`src/rtl/pport_pkg.sv`:
```
package pport_pkg;
  typedef enum logic [2:0] {TX_IDLE, TX_SETUP, TX_STB, TX_HOLD, TX_WAIT} tx_st_e;
  typedef enum logic [1:0] {RX_IDLE, RX_BUSY, RX_ACK, RX_DRAIN} rx_st_e;

  function automatic int unsigned cnt_bits(input int unsigned a, input int unsigned b);
    return $clog2(((a > b) ? a : b) + 1);
  endfunction
endpackage

```
`src/rtl/pport_sync.sv`:
```
module pport_sync #(
  parameter int unsigned W = 1
) (
  input  logic         clk_i,
  input  logic         rst_ni,
  input  logic [W-1:0] d_i,
  output logic [W-1:0] q_o
);
  logic [W-1:0] s1_q, s2_q;

  always_ff @(posedge clk_i or negedge rst_ni) begin
    if (!rst_ni) begin
      s1_q <= '0;
      s2_q <= '0;
    end else begin
      s1_q <= d_i;
      s2_q <= s1_q;
    end
  end

  assign q_o = s2_q;
endmodule

```
`src/rtl/pport_qual.sv`:
```
module pport_qual #(
  parameter int unsigned MIN_W = 3
) (
  input  logic clk_i,
  input  logic rst_ni,
  input  logic lvl_i,
  output logic evt_o
);
  localparam int unsigned QW = $clog2(MIN_W + 1);
  logic [QW-1:0] run_q;

  // saturating run length; one event per high period
  always_ff @(posedge clk_i or negedge rst_ni) begin
    if (!rst_ni)                   run_q <= '0;
    else if (!lvl_i)               run_q <= '0;
    else if (run_q != QW'(MIN_W))  run_q <= run_q + QW'(1);
  end

  assign evt_o = lvl_i && (run_q == QW'(MIN_W - 1));
endmodule

```
`src/rtl/pport_tx.sv`:
```
module pport_tx
  import pport_pkg::*;
#(
  parameter int unsigned DATA_W   = 8,
  parameter int unsigned FLD_W    = 2,
  parameter int unsigned STB_BASE = 3,
  parameter int unsigned CNT_W    = 3
) (
  input  logic              clk_i,
  input  logic              rst_ni,
  input  logic              go_i,
  input  logic              valid_i,
  input  logic [DATA_W-1:0] data_i,
  output logic              ready_o,
  input  logic [FLD_W-1:0]  dsw_i,
  input  logic [FLD_W-1:0]  dss_i,
  input  logic [FLD_W-1:0]  dsn_i,
  input  logic              ack_evt_i,
  output logic [DATA_W-1:0] pd_o,
  output logic              strobe_o,
  output logic              idle_o,
  output logic              done_o
);
  tx_st_e            st_q;
  logic [CNT_W-1:0]  cnt_q;
  logic [DATA_W-1:0] dat_q;
  logic              cnt_zero;

  assign cnt_zero = (cnt_q == '0);

  always_ff @(posedge clk_i or negedge rst_ni) begin
    if (!rst_ni) begin
      st_q  <= TX_IDLE;
      cnt_q <= '0;
      dat_q <= '0;
    end else begin
      case (st_q)
        TX_IDLE: if (valid_i && go_i) begin
          dat_q <= data_i;
          cnt_q <= CNT_W'(dss_i);
          st_q  <= TX_SETUP;
        end
        TX_SETUP: if (cnt_zero) begin
          st_q  <= TX_STB;
          cnt_q <= CNT_W'(STB_BASE - 1) + CNT_W'(dsw_i);
        end else cnt_q <= cnt_q - CNT_W'(1);
        TX_STB: if (cnt_zero) begin
          if (dsn_i == '0) st_q <= TX_WAIT;
          else begin
            st_q  <= TX_HOLD;
            cnt_q <= CNT_W'(dsn_i) - CNT_W'(1);
          end
        end else cnt_q <= cnt_q - CNT_W'(1);
        TX_HOLD: if (cnt_zero) st_q <= TX_WAIT;
                 else cnt_q <= cnt_q - CNT_W'(1);
        TX_WAIT: if (ack_evt_i) st_q <= TX_IDLE;
        default: st_q <= TX_IDLE;
      endcase
    end
  end

  assign pd_o     = (st_q inside {TX_SETUP, TX_STB, TX_HOLD}) ? dat_q : '0;
  assign strobe_o = (st_q == TX_STB);
  assign ready_o  = (st_q == TX_IDLE) && go_i;
  assign idle_o   = (st_q == TX_IDLE);
  assign done_o   = (st_q == TX_WAIT) && ack_evt_i;
endmodule

```
`src/rtl/pport_rx.sv`:
```
module pport_rx
  import pport_pkg::*;
#(
  parameter int unsigned DATA_W  = 8,
  parameter int unsigned PULSE_W = 3,
  parameter int unsigned CNT_W   = 3
) (
  input  logic              clk_i,
  input  logic              rst_ni,
  input  logic              en_i,
  input  logic              stb_evt_i,
  input  logic [DATA_W-1:0] pd_i,
  output logic              rx_valid_o,
  output logic [DATA_W-1:0] rx_data_o,
  input  logic              rx_ready_i,
  output logic              busy_o,
  output logic              ack_o,
  output logic              idle_o,
  output logic              done_o
);
  rx_st_e            st_q;
  logic [CNT_W-1:0]  cnt_q;
  logic [DATA_W-1:0] buf_q;
  logic              vld_q;
  logic              take;

  assign take = vld_q && rx_ready_i;

  always_ff @(posedge clk_i or negedge rst_ni) begin
    if (!rst_ni) begin
      st_q  <= RX_IDLE;
      cnt_q <= '0;
      buf_q <= '0;
      vld_q <= 1'b0;
    end else begin
      if (take) vld_q <= 1'b0;
      case (st_q)
        RX_IDLE: if (en_i && stb_evt_i) begin
          buf_q <= pd_i;
          vld_q <= 1'b1;
          cnt_q <= CNT_W'(PULSE_W - 1);
          st_q  <= RX_BUSY;
        end
        RX_BUSY: if (cnt_q == '0) begin
          cnt_q <= CNT_W'(PULSE_W - 1);
          st_q  <= RX_ACK;
        end else cnt_q <= cnt_q - CNT_W'(1);
        RX_ACK: if (cnt_q == '0) begin
          st_q <= (vld_q && !rx_ready_i) ? RX_DRAIN : RX_IDLE;
        end else cnt_q <= cnt_q - CNT_W'(1);
        RX_DRAIN: if (!vld_q || rx_ready_i) st_q <= RX_IDLE;
        default: st_q <= RX_IDLE;
      endcase
    end
  end

  assign rx_valid_o = vld_q;
  assign rx_data_o  = buf_q;
  assign busy_o     = (st_q == RX_BUSY) || (st_q == RX_DRAIN);
  assign ack_o      = (st_q == RX_ACK);
  assign idle_o     = (st_q == RX_IDLE);
  assign done_o     = (st_q == RX_ACK) && (cnt_q == '0);
endmodule

```
`src/rtl/pport_engine.sv`:
```
module pport_engine
  import pport_pkg::*;
#(
  parameter int unsigned DATA_W   = 8,
  parameter int unsigned FLD_W    = 2,
  parameter int unsigned STB_BASE = 3,
  parameter int unsigned PULSE_W  = 3,
  parameter int unsigned MIN_W    = 3
) (
  input  logic              clk_i,
  input  logic              rst_ni,
  input  logic              dir_i,
  input  logic [FLD_W-1:0]  dsw_i,
  input  logic [FLD_W-1:0]  dss_i,
  input  logic [FLD_W-1:0]  dsn_i,
  input  logic              irq_clr_i,
  input  logic              tx_valid_i,
  input  logic [DATA_W-1:0] tx_data_i,
  output logic              tx_ready_o,
  output logic              rx_valid_o,
  output logic [DATA_W-1:0] rx_data_o,
  input  logic              rx_ready_i,
  output logic [DATA_W-1:0] pd_o,
  input  logic [DATA_W-1:0] pd_i,
  output logic              strobe_o,
  input  logic              strobe_i,
  input  logic              ack_i,
  input  logic              busy_i,
  output logic              ack_o,
  output logic              busy_o,
  output logic              d_dir_o,
  output logic              stb_dir_o,
  output logic              busy_dir_o,
  output logic              ack_dir_o,
  output logic              irq_o
);
  localparam int unsigned CNT_W = cnt_bits(STB_BASE + (1 << FLD_W), PULSE_W);
  localparam int unsigned NSYNC = 3;  // 0 strobe, 1 ack, 2 busy
  localparam int unsigned NQUAL = 2;  // width-qualified lanes

  logic [NSYNC-1:0] sync_q;
  logic [NQUAL-1:0] evt;
  logic dir_q, pend, tx_idle, rx_idle, tx_done, rx_done, irq_q;

  pport_sync #(.W(NSYNC)) u_sync (
    .clk_i(clk_i), .rst_ni(rst_ni),
    .d_i({busy_i, ack_i, strobe_i}), .q_o(sync_q)
  );

  for (genvar g = 0; g < NQUAL; g++) begin : g_qual
    pport_qual #(.MIN_W(MIN_W)) u_qual (
      .clk_i(clk_i), .rst_ni(rst_ni), .lvl_i(sync_q[g]), .evt_o(evt[g])
    );
  end

  // direction only follows dir_i while both engines rest
  always_ff @(posedge clk_i or negedge rst_ni) begin
    if (!rst_ni)                 dir_q <= 1'b0;
    else if (tx_idle && rx_idle) dir_q <= dir_i;
  end
  assign pend = (dir_i != dir_q);

  pport_tx #(
    .DATA_W(DATA_W), .FLD_W(FLD_W), .STB_BASE(STB_BASE), .CNT_W(CNT_W)
  ) u_tx (
    .clk_i(clk_i), .rst_ni(rst_ni),
    .go_i(!dir_q && !pend && !sync_q[2]),
    .valid_i(tx_valid_i), .data_i(tx_data_i), .ready_o(tx_ready_o),
    .dsw_i(dsw_i), .dss_i(dss_i), .dsn_i(dsn_i),
    .ack_evt_i(evt[1]), .pd_o(pd_o), .strobe_o(strobe_o),
    .idle_o(tx_idle), .done_o(tx_done)
  );

  pport_rx #(
    .DATA_W(DATA_W), .PULSE_W(PULSE_W), .CNT_W(CNT_W)
  ) u_rx (
    .clk_i(clk_i), .rst_ni(rst_ni),
    .en_i(dir_q && !pend), .stb_evt_i(evt[0]), .pd_i(pd_i),
    .rx_valid_o(rx_valid_o), .rx_data_o(rx_data_o), .rx_ready_i(rx_ready_i),
    .busy_o(busy_o), .ack_o(ack_o), .idle_o(rx_idle), .done_o(rx_done)
  );

  always_ff @(posedge clk_i or negedge rst_ni) begin
    if (!rst_ni)                irq_q <= 1'b0;
    else if (tx_done || rx_done) irq_q <= 1'b1;
    else if (irq_clr_i)         irq_q <= 1'b0;
  end

  assign irq_o      = irq_q;
  assign d_dir_o    = ~dir_q;
  assign stb_dir_o  = ~dir_q;
  assign busy_dir_o = dir_q;
  assign ack_dir_o  = dir_q;
endmodule

```
`config.mk`:
```
export PLATFORM = sky130hd
export DESIGN_NAME = pport_engine
export DESIGN_NICKNAME = d
export VERILOG_FILES = /design/src/rtl/pport_pkg.sv /design/src/rtl/pport_sync.sv /design/src/rtl/pport_qual.sv /design/src/rtl/pport_tx.sv /design/src/rtl/pport_rx.sv /design/src/rtl/pport_engine.sv
export SDC_FILE = /design/constraint.sdc
export NUM_CORES = 1
export LEC_CHECK = 0
export ABC_AREA = 1
export CORE_ASPECT_RATIO = 0.5
export CORE_MARGIN = 5
export CORE_UTILIZATION = 46
export CTS_BUF_LIST = sky130_fd_sc_hd__clkbuf_8
export CTS_CLUSTER_DIAMETER = 40
export DETAILED_ROUTE_END_ITERATION = 8
export GPL_TIMING_DRIVEN = 0
export HOLD_SLACK_MARGIN = 0.12
export PLACE_DENSITY_LB_ADDON = 0.08
export RECOVER_POWER = 50
export SLEW_MARGIN = 0
export SYNTH_ARGS = -nofsm -noshare
export SYNTH_HDL_FRONTEND = slang
export SYNTH_HIERARCHICAL = 1
export SYNTH_SLANG_ARGS = --single-unit
```
`constraint.sdc`:
```
create_clock -name clk_i -period 1.4 [get_ports clk_i]
set_input_delay 0.28 -clock clk_i [delete_from_list [all_inputs] [get_ports clk_i]]
set_output_delay 0.28 -clock clk_i [all_outputs]
set_load 0.01 [all_outputs]
```
==> summary.txt, run 1 <==
Final layout
  – Area Growth Syn to Fin: 58.8%
  – Commonest non-fill, non-tap cells in the layout: 57 x nand2_1, 37 x dfrtp_1, 36 x inv_1
  – Most common cell after layout, fill and taps aside: nand2_1
  – Number of inserted diodes: 0
  – Share of cells above drive strength 1: 38.8%
  – Register Area: ~0.0010 mm²
  – Area of the multi-input gates: 0.00132 mm²
  – Nets@finish: 425
  – Finished layout cell area: roughly 0.0036 mm²
  – Layout fillers: 372

STA
  – Worst setup margin: -0.202 ns
  – Max Clock Freq: 624 MHz
  – Final Hold Viols: 0
  – Final Max Slew Viols: 0
  – Setup_tns: -1.67 ns
  – Period utilisation layout: 114%
  – Slew at the pin with the worst max-slew slack: 0.995 ns
  – Hold Slack: 0.134 ns
  – Clk_skew: 0.00764 ns
  – Tmin final: between 1.5 and 2 ns
  – RSZ-0062 raised after global routing: yes
  – Headroom to the max-slew limit: 33.6%
  – Final setup viols: 19

Floorplan
  – I/O Pins: 57
  – Die area: roughly 0.0065 mm²
  – FP Rows: 18
  – Area of the core: 0.00486 mm²
  – Die height: 59.7 µm
  – Die width: 109 µm
  – Initial Util: between 40% and 50%

Detailed routing
  – WL per Instance: 13.3 µm
  – DR vias: 2,122
  – ANT nets after route: 0
  – DRT iter0 DRCs: 81
  – Routed vias/inst: 4.71
  – Drt pass-1 iters: 4
  – Drc violations: 0
  – Final wirelength: 5990 µm

Clock tree
  – Clock sink count: 40
  – Clk pin slew, worst setup/hold paths: 0.09 ns
  – CTS root buffer: clkbuf_8
  – Clock buffer count from CTS: 5
  – H-tree Lvls: 2
  – CTS tree: built
  – Worst-Skew Late Latency: 0.30 ns
  – Cts hold-fix bufs: 0
  – Clock buffer depth: 2

Synthesis
  – Post-synthesis sequential area ratio: 44.0%
  – Top post-synthesis cells by area: dfrtp_1 44%, nand2_1 11%, inv_1 8.6%
  – Syn Inst Count: 282
  – Syn Std Cell Area: 0.00228 mm²
  – Yosys top cell area share: 44.0%
  – Syn_nets: 327
  – Unique masters post-synth: 26
  – Synthesis Warnings: 6
  – Syn avg cell area: 8.07 µm²
  – FF+latch count, synth: 40
  – Synth area leader: dfrtp_1

Setup path
  – CP top delay family: flip-flops
  – Worst Path Buf+Inv: 1
  – CP Class: flip-flop to primary output
  – Worst Reg-to-Reg Cells: 11
  – CP endpoint kind: primary output
  – CP max FO: 5
  – CP Data Arrival Time: 1.32 ns
  – Sequence of cells on the critical path: ha_4 > or2_4 > buf_6
  – Worst path required time: 1.12 ns
  – Slowest CP cell: dfrtp_2
  – Setup crit start kind: flip-flop
  – CP peak stage delay: approximately 0.48 ns
  – Levels on crit path: 3
  – FF-to-FF setup slack: -0.05 ns

GRT
  – Largest net degree at the start of global routing: 41
  – Initial antenna violation count: 0
  – All-layer global routing usage: 17.9%
  – Global-route wire length before repair: 9200 µm
  – Vias in the first global route: roughly 2,100
  – GRT Residual Overflow: 0

Run status
  – Failing checks: setup timing
  – Status: complete, but fails checks

Min path
  – Hold WC Path Type: input pin to asynchronous set/reset pin

Power and ir drop
  – Power per Cell Area: 2210 mW/mm²
  – VDD IR max: 1.16 mV
  – LEAKAGE: 1.87 nW
  – Overall Power: between 7 and 8 mW

Place
  – Placed Area: about 0.003 mm²
  – Dpl hpwl: roughly 3700 µm
  – RePlAce Congestion: 0.926
  – PortBufs: 56

Flow run
  – Max-capacitance violation count: 0
## synthesized netlist by cell type, drive strengths merged
master	instances
buf	4
o21ai	13
inv	56
ha	14
nor3	1
nor2	39
dfrtp	40
nand2	72
mux2	8
a21boi	1
xor2	1
a21oi	11
or2	1
nand4	1
nand3	20
## where the power goes
group          internal, mW  switching, mW  total (mW)
sequential             1.58          0.276        1.85
combinational          2.50           2.65        5.15
clock                 0.537          0.446       0.983
total                  4.61           3.37        7.98
## worst paths after layout
kind,to,start
max,busy_o,u_rx/st_q[0]
min reg2reg,u_sync/q_o[1],u_sync/s1_q[1]
min,u_rx/rx_data_o[7],rst_ni
max reg2reg,u_tx/cnt_q[1],u_tx/cnt_q[1]
max in group asynchronous,ack_dir_o,rst_ni
min in group clk_i,u_sync/q_o[1],u_sync/s1_q[1]
## cell families (layout without fill, tap and decap cells)
logic type	count (synthesis)	count (layout)	synth area share (%)
simple gates	134	135	26.3
buf+inv	60	158	10.9
flops	40	40	44.0
compound gates	25	25	6.76
fa+ha+maj	14	14	7.70
mux	8	8	3.96
xor+xnor	1	1	0.385
## area by class of cell
class                   count  area share [%]
plain buffers               4            1.35
clock buffers               5            1.90
clock inverters             3            1.28
inverters                  56            6.16
multi-input cells         183            36.6
flip-flops and latches     40            27.8
well taps                  70            2.42
repair buffers             90            22.5
## layer usage
metal	wire, µm	vias up	GRT usage (%)
met2	3070	46	33.5
met5	0	-	0
met4	34	0	3.55
li1	-	1064	-
met3	280	5	4.75
met1	2610	1007	21.0
## per-stage QoR
| stage | cells | util [%] | setup WS, ns |
|---|---|---|---|
| after global placement | 408 | 60.1 | -0.932 |
| after floorplan | 282 | - | 0.0767 |
| after global routing | 451 | 74.3 | -0.253 |
| final | 451 | 74.3 | -0.202 |
| after CTS | 445 | 68.6 | -0.217 |
| after detailed placement | 408 | 60.0 | -0.544 |
## flip-flops by register name, indices dropped and copies added (netlist names)
signal               flops
u_tx/dat_q               8
u_rx/cnt_q               3
u_rx/rx_valid_o          1
u_sync/s1_q              3
irq_o                    1
u_tx/st_q                3
u_sync/q_o               3
ack_dir_o                1
u_rx/st_q                2
u_rx/rx_data_o           8
u_tx/cnt_q               3
g_qual.u_qual/run_q      4
## what timing repair did
action,4_1_cts,5_1_grt
setup buffers,27,10
pin swaps,6,28
resized for setup,120,70
hold endpoints to repair,0,0
cloned,2,0
endpoints found under the setup margin,44,41
(Power assumes the default switching activity.)
==> run 2: changes to the inputs <==
--- a/config.mk
+++ b/config.mk
@@ -16,6 +16,7 @@
 export HOLD_SLACK_MARGIN = 0.12
 export PLACE_DENSITY_LB_ADDON = 0.08
 export RECOVER_POWER = 50
+export SETUP_SLACK_MARGIN = 0.4
 export SLEW_MARGIN = 0
 export SYNTH_ARGS = -nofsm -noshare
 export SYNTH_HDL_FRONTEND = slang
==> run 2 against run 1 <==
The flow still finishes with violations (setup timing); non-clock buffer count rose by 27; core utilization rose by 8.9 points; hold slack improved by 0.037 ns; cell area rose by 12%; die area did not move; global-route usage rose by 2.7 points; clock-buffer cell count did not move; sequential share of layout area fell by 2.9 points; largest cell class unchanged.
==> summary.txt, run 2 (synthesis gave the netlist of run 1 again) <==
Run status
  – Status: complete, but fails checks
  – Failing checks: setup timing

Setup path
  – CP Class: flip-flop to primary output
  – CP Data Arrival Time: 1.32 ns (about the same)
  – Worst Reg-to-Reg Cells: 8 (-3)
  – Worst flop-to-flop path endpoint: u_rx/st_q[0]
  – CP peak stage delay: 0.48 ns (about the same)
  – CP top delay family: flip-flops
  – FF-to-FF setup slack: -0.18 ns (-0.13 ns)
  – CP endpoint kind: primary output
  – R2r startpoint: u_rx/st_q[1]
  – Worst path required time: 1.12 ns (about the same)
  – CP max FO: 5 (unchanged)
  – Slowest CP cell: dfrtp_2
  – Worst Path Buf+Inv: 1 (unchanged)
  – Levels on crit path: 3 (unchanged)
  – Setup crit start kind: flip-flop
  – Sequence of cells on the critical path: ha_4 > or2_4 > buf_6

Final layout
  – Nets@finish: 452 (+6.4%)
  – Share of cells above drive strength 1: 51.2% (+12 points)
  – Non-Filler Instances: 478 (+6.0%)
  – Most common cell after layout, fill and taps aside: nand2_1
  – Number of inserted diodes: 0 (unchanged)
  – Layout fillers: 275 (-26%)
  – Commonest non-fill, non-tap cells in the layout: 57 x nand2_1, 38 x buf_4, 37 x buf_6
  – Area of the multi-input gates: 0.00148 mm² (+12%)
  – Register Area: 0.00101 mm² (+0.25%)
  – Area Growth Syn to Fin: 77.9%
  – Finished layout cell area: 0.00405 mm² (+12%)

Detailed routing
  – DR vias: 2,313 (+9.0%)
  – ANT nets after route: 0 (unchanged)
  – DRT iter0 DRCs: 80 (-1.2%)
  – Drt pass-1 iters: 4 (unchanged)
  – Final wirelength: 7160 µm (+19%)
  – WL per Instance: 15.0 µm (+13%)
  – Drc violations: 0 (unchanged)
  – Routed vias/inst: 4.84 (+2.8%)

Clock tree
  – CTS tree: built
  – Clock buffer count from CTS: 5 (unchanged)
  – H-tree Lvls: 2 (unchanged)
  – Clock buffer depth: 2 (unchanged)
  – CTS root buffer: clkbuf_8
  – Clk pin slew, worst setup/hold paths: 0.09 ns (about the same)
  – Worst-Skew Late Latency: 0.29 ns (about the same)
  – Clock sink count: 40 (unchanged)

STA
  – Setup_tns: -3.08 ns (-1.41 ns)
  – Worst setup margin: -0.197 ns (+0.00490 ns)
  – Clk_skew: 0.00948 ns (+0.00184 ns)
  – Period utilisation layout: 114% (-0.35 points)
  – Tmin final: 1.60 ns (-0.00490 ns)
  – Slew at the pin with the worst max-slew slack: 1.10 ns (+0.103 ns)
  – RSZ-0062 raised after global routing: yes
  – Final Max Slew Viols: 0 (unchanged)
  – Max Clock Freq: 626 MHz (+0.31%)
  – Headroom to the max-slew limit: 26.8% (-6.9 points)
  – Final Hold Viols: 0 (unchanged)
  – Final setup viols: 31 (+12)

GRT
  – All-layer global routing usage: 20.6% (+2.7 points)
  – Largest net degree at the start of global routing: 23 (-44%)
  – GRT Residual Overflow: 0 (unchanged)
  – Global-route wire length before repair: 10,400 µm (+13%)
  – Initial antenna violation count: 0 (unchanged)
  – Vias in the first global route: 2,304 (+8.3%)

Floorplan
  – FP Rows: 18 (unchanged)
  – I/O Pins: 57 (unchanged)
  – Initial Util: 46.8% (unchanged)
  – Die width: 109 µm (unchanged)
  – Die area: 0.00654 mm² (unchanged)
  – Area of the core: 0.00486 mm² (unchanged)
  – Die height: 59.7 µm (unchanged)

Place
  – Dpl cells: 409 (+0.25%)
  – Dpl hpwl: 3870 µm (+5.5%)
  – Dpl ws: -0.544 ns (+0.000416 ns)
  – RePlAce Congestion: 0.767 (-17%)
  – Placed Area: 0.00306 mm² (+4.7%)
  – PortBufs: 56 (unchanged)

Flow run
  – Max-capacitance violation count: 0 (unchanged)

Min path
  – Hold WC Path Type: input pin to asynchronous set/reset pin

Power and ir drop
  – Power per Cell Area: 2170 mW/mm² (-1.8%)
  – LEAKAGE: 2.04 nW (+8.9%)
  – VDD IR max: 1.20 mV (+3.7%)
run 2: changes by cell type in the layout (fill, tap and decap cells not counted), sizes merged:
cell	before	now
clkdlybuf4s50	25	24
inv	57	56
dlygate4sd2	11	2
clkinv	0	1
buf	53	90
run 2: worst max-delay path by stage:
stage | startpoint | end | slack, ns
after floorplan | ack_dir_o | u_tx/dat_q[0] | 0.13
after global placement | rst_ni | ack_dir_o | -1.15
after detailed placement | dir_i | tx_ready_o | -0.54
after CTS | u_rx/st_q[1] | busy_o | -0.18
after global routing | u_tx/st_q[1] | pd_o[6] | -0.26
final | u_rx/st_q[0] | busy_o | -0.20
run 2: per-stage QoR:
step / hold WS (ns) / util [%] / power (mW)
3_5_place_dp: 0.271 / 62.8 / 5.68
6_report: 0.171 / 83.2 / 8.78
4_1_cts: -0.0466 / 77.4 / 7.88
3_3_place_gp: 0.333 / 62.4 / 5.56
2_1_floorplan: -0.0156 / - / 4.32
5_1_grt: 0.270 / 83.2 / 9.39
run 2: routing by layer:
metal,track usage [%],vias to the layer above,part of all wire (%)
met3,5.07,12,4.7
met2,38.6,66,51
li1,-,1121,-
met5,0,-,0
met4,4.62,0,1.4
met1,24.2,1114,43
run 2: area by class of cell:
type,instances,area share (%)
plain buffers,4,1.30
clock buffers,5,1.70
clock inverters,3,1.05
inverters,56,5.50
multi-input cells,183,36.5
flip-flops and latches,40,24.9
well taps,70,2.16
repair buffers,117,26.9
run 2: where the power goes:
part / internal, mW / switching, mW / total [mW] / leakage [nW]
Sequential: 1.58 / 0.306 / 1.89 / 0.488
Clock: 0.528 / 0.431 / 0.959 / 0.0541
Combinational: 3.02 / 2.92 / 5.93 / 1.50
run 2: repair_timing:
item	4_1_cts	5_1_grt
gates cloned	3	0
setup endpoints to repair	57	60
setup buffers	44	14
pin swaps	27	21
endpoints found under the hold margin	18	18
gates resized for setup	191	50
==> run 3: changes to the inputs <==
--- a/config.mk
+++ b/config.mk
@@ -17,7 +17,6 @@
 export PLACE_DENSITY_LB_ADDON = 0.08
 export RECOVER_POWER = 50
 export SETUP_SLACK_MARGIN = 0.4
-export SLEW_MARGIN = 0
 export SYNTH_ARGS = -nofsm -noshare
 export SYNTH_HDL_FRONTEND = slang
 export SYNTH_HIERARCHICAL = 1
==> constraint.sdc (replaced) <==
create_clock -name clk_i -period 1.3 [get_ports clk_i]
set_input_delay 0.26 -clock clk_i [delete_from_list [all_inputs] [get_ports clk_i]]
set_output_delay 0.26 -clock clk_i [all_outputs]
set_load 0.01 [all_outputs]
==> run 3 against run 2 <==
The flow still finishes with violations (setup timing); worst setup slack got worse by 0.12 ns; combinational power rose by 17%; core utilization rose by 1.3 points; via count rose by 1.3%; critical path type unchanged; clock skew fell by 0.00091 ns; clock power rose by 13%; power rose by 14%.
==> summary.txt, run 3 (synthesis gave the netlist of run 1 again) <==
STA
  – Tmin final: 1.62 ns
  – RSZ-0062 raised after global routing: yes
  – Max Clock Freq: 618 MHz
  – Final Max Slew Viols: 0 (unchanged)
  – Period utilisation layout: 124%
  – Final Hold Viols: 0 (unchanged)
  – Clk_skew: 0.00857 ns (-0.000905 ns)
  – Setup_tns: -7.82 ns (-4.74 ns)
  – Hold Slack: 0.336 ns (+0.165 ns)
  – Final setup viols: 45 (+45%)
  – Headroom to the max-slew limit: 66.4% (+40 points)
  – Worst setup margin: -0.317 ns (-0.120 ns)
  – Slew at the pin with the worst max-slew slack: 0.505 ns (-0.594 ns)

Clock tree
  – Clock sink count: 40 (unchanged)
  – H-tree Lvls: 2 (unchanged)
  – Worst-Skew Late Latency: 0.30 ns (about the same)
  – Clock buffer depth: 2 (unchanged)
  – Clock buffer count from CTS: 5 (unchanged)
  – CTS tree: built
  – Clk pin slew, worst setup/hold paths: 0.09 ns (about the same)
  – CTS root buffer: clkbuf_8

Setup path
  – Setup crit start: u_tx/st_q[2]
  – CP Data Arrival Time: 1.36 ns (+0.04 ns)
  – FF-to-FF setup slack: -0.25 ns (-0.07 ns)
  – CP endpoint kind: primary output
  – Worst path required time: 1.04 ns (-0.08 ns)
  – CP Class: flip-flop to primary output
  – CP max FO: 3 (-2)
  – Setup crit start kind: flip-flop
  – R2r startpoint: u_rx/st_q[0]
  – Worst flop-to-flop path endpoint: u_rx/rx_data_o[4]
  – Worst Reg-to-Reg Cells: 6 (-2)

Power and ir drop
  – Cell-internal power: 5.76 mW (+12%)
  – LEAKAGE: 2.01 nW (-1.3%)
  – Comb power frac: 68.8% (+1.2 points)
  – Power per Cell Area: 2440 mW/mm² (+13%)
  – Switch share: 42.5% (+0.92 points)
  – Net Switching: 4.27 mW (+17%)
  – Reg power frac: 20.4% (-1.1 points)
  – Overall Power: 10.0 mW (+14%)
  – VDD IR max: 1.26 mV (+5.0%)
  – Clock power frac: 10.7% (-0.2 points)

Min path
  – Hold WC Path Type: input pin to asynchronous set/reset pin

GRT
  – Largest net degree at the start of global routing: 37 (+61%)
  – All-layer global routing usage: 20.6% (about the same)
  – GRT Residual Overflow: 0 (unchanged)
  – Vias in the first global route: 2,372 (+3.0%)
  – Initial antenna violation count: 0 (unchanged)
  – Global-route wire length before repair: 10,400 µm (-0.54%)

Final layout
  – Non-Filler Instances: 475 (-0.63%)
  – Finished layout cell area: 0.00411 mm² (+1.5%)
  – Commonest non-fill, non-tap cells in the layout: 55 x nand2_1, 45 x buf_6, 35 x dfrtp_1
  – Nets@finish: 449 (-0.66%)
  – Area Growth Syn to Fin: 80.6%
  – Share of cells above drive strength 1: 53.6% (+2.4 points)
  – Register Area: 0.00101 mm² (unchanged)
  – Area of the multi-input gates: 0.00150 mm² (+1.7%)
  – Most common cell after layout, fill and taps aside: nand2_1
  – Number of inserted diodes: 0 (unchanged)
  – Layout fillers: 263 (-4.4%)

Place
  – RePlAce Congestion: 0.811 (+5.7%)
  – Dpl cells: 409 (unchanged)
  – Dpl hpwl: 3730 µm (-3.6%)
  – Placed Area: 0.00306 mm² (about the same)
  – PortBufs: 56 (unchanged)

Detailed routing
  – DRT iter0 DRCs: 110 (+38%)
  – Final wirelength: 7540 µm (+5.3%)
  – Drt pass-1 iters: 4 (unchanged)
  – DR vias: 2,344 (+1.3%)
  – Drc violations: 0 (unchanged)
  – WL per Instance: 15.9 µm (+6.0%)
  – Routed vias/inst: 4.93 (+2.0%)
  – ANT nets after route: 0 (unchanged)

Floorplan
  – Die width: 109 µm (unchanged)
  – Initial Util: 46.8% (unchanged)
  – Area of the core: 0.00486 mm² (unchanged)
  – I/O Pins: 57 (unchanged)
  – FP Rows: 18 (unchanged)
  – Die height: 59.7 µm (unchanged)
  – Die area: 0.00654 mm² (unchanged)

Run status
  – Failing checks: setup timing
  – Status: complete, but fails checks

Flow run
  – Max-capacitance violation count: 0 (unchanged)
[run 3: cell types whose count changed in the layout (fill, tap and decap cells not counted), moves of 4 or more]
cell	before	now
nand2_2	6	11
inv_2	18	22
buf_6	37	45
buf_4	38	26
nand2_4	8	4
inv_1	33	28
nand3_1	11	6
[run 3: timing repair]
action | in CTS | in global routing
setup buffers | 37 | 17
pin swaps | 27 | 26
endpoints found under the hold margin | 40 | 0
gates cloned | 3 | 0
endpoints found under the setup margin | 60 | 60
resized for setup | 192 | 68
hold buffers | 1 | 0
[run 3: worst max-delay path by stage]
stage / endpoint / slack [ns] / cells past startpoint
after global routing: tx_ready_o / -0.36 / 5
after CTS: busy_o / -0.28 / 3
final: tx_ready_o / -0.32 / 5
after floorplan: u_tx/dat_q[0] / 0.03 / 9
after detailed placement: tx_ready_o / -0.61 / 7
after global placement: ack_dir_o / -1.21 / 1
[run 3: layout make-up]
class / count / area share (%)
Buffer: 4 / 1.40
Clock buffer: 5 / 1.67
Clock inverter: 3 / 1.13
Inverter: 56 / 5.54
Multi-Input combinational cell: 183 / 36.6
Sequential cell: 40 / 24.5
Tap cell: 70 / 2.13
Timing Repair Buffer: 114 / 27.0
[run 3: power by group through the flow]
stage / clock (mW) / combinational (mW) / sequential (mW)
2_1_floorplan: 0 / 2.61 / 2.05
3_3_place_gp: 0 / 3.99 / 2.02
3_5_place_dp: 0 / 4.09 / 2.03
4_1_cts: 1.09 / 5.47 / 1.98
5_1_grt: 1.15 / 7.43 / 2.09
6_report: 1.08 / 6.91 / 2.05
[run 3: layer usage]
metal  global-route usage, %  part of all wire, %  wire length, µm  vias to the layer above
li1                        -                    -                -                     1111
met1                    23.0                   40             3040                     1148
met2                    40.4                   53             4000                       64
met3                    4.31                  3.6              270                       21
met4                    5.33                  3.0              229                        0
met5                       0                    0                0                        -
[run 3: worst max-delay path: stages (launching register included)]
cell	delay, ns
dfrtp_2	0.45
buf_4	0.17
nor2_4	0.14
inv_2	0.07
nor2_2	0.09
buf_2	0.14
[run 3: per-stage QoR]
step | worst slack, ns | util (%)
3_3_place_gp | -1.21 | 62.6
2_1_floorplan | 0.0284 | -
3_5_place_dp | -0.614 | 62.9
6_report | -0.317 | 84.5
4_1_cts | -0.278 | 77.1
5_1_grt | -0.357 | 84.5
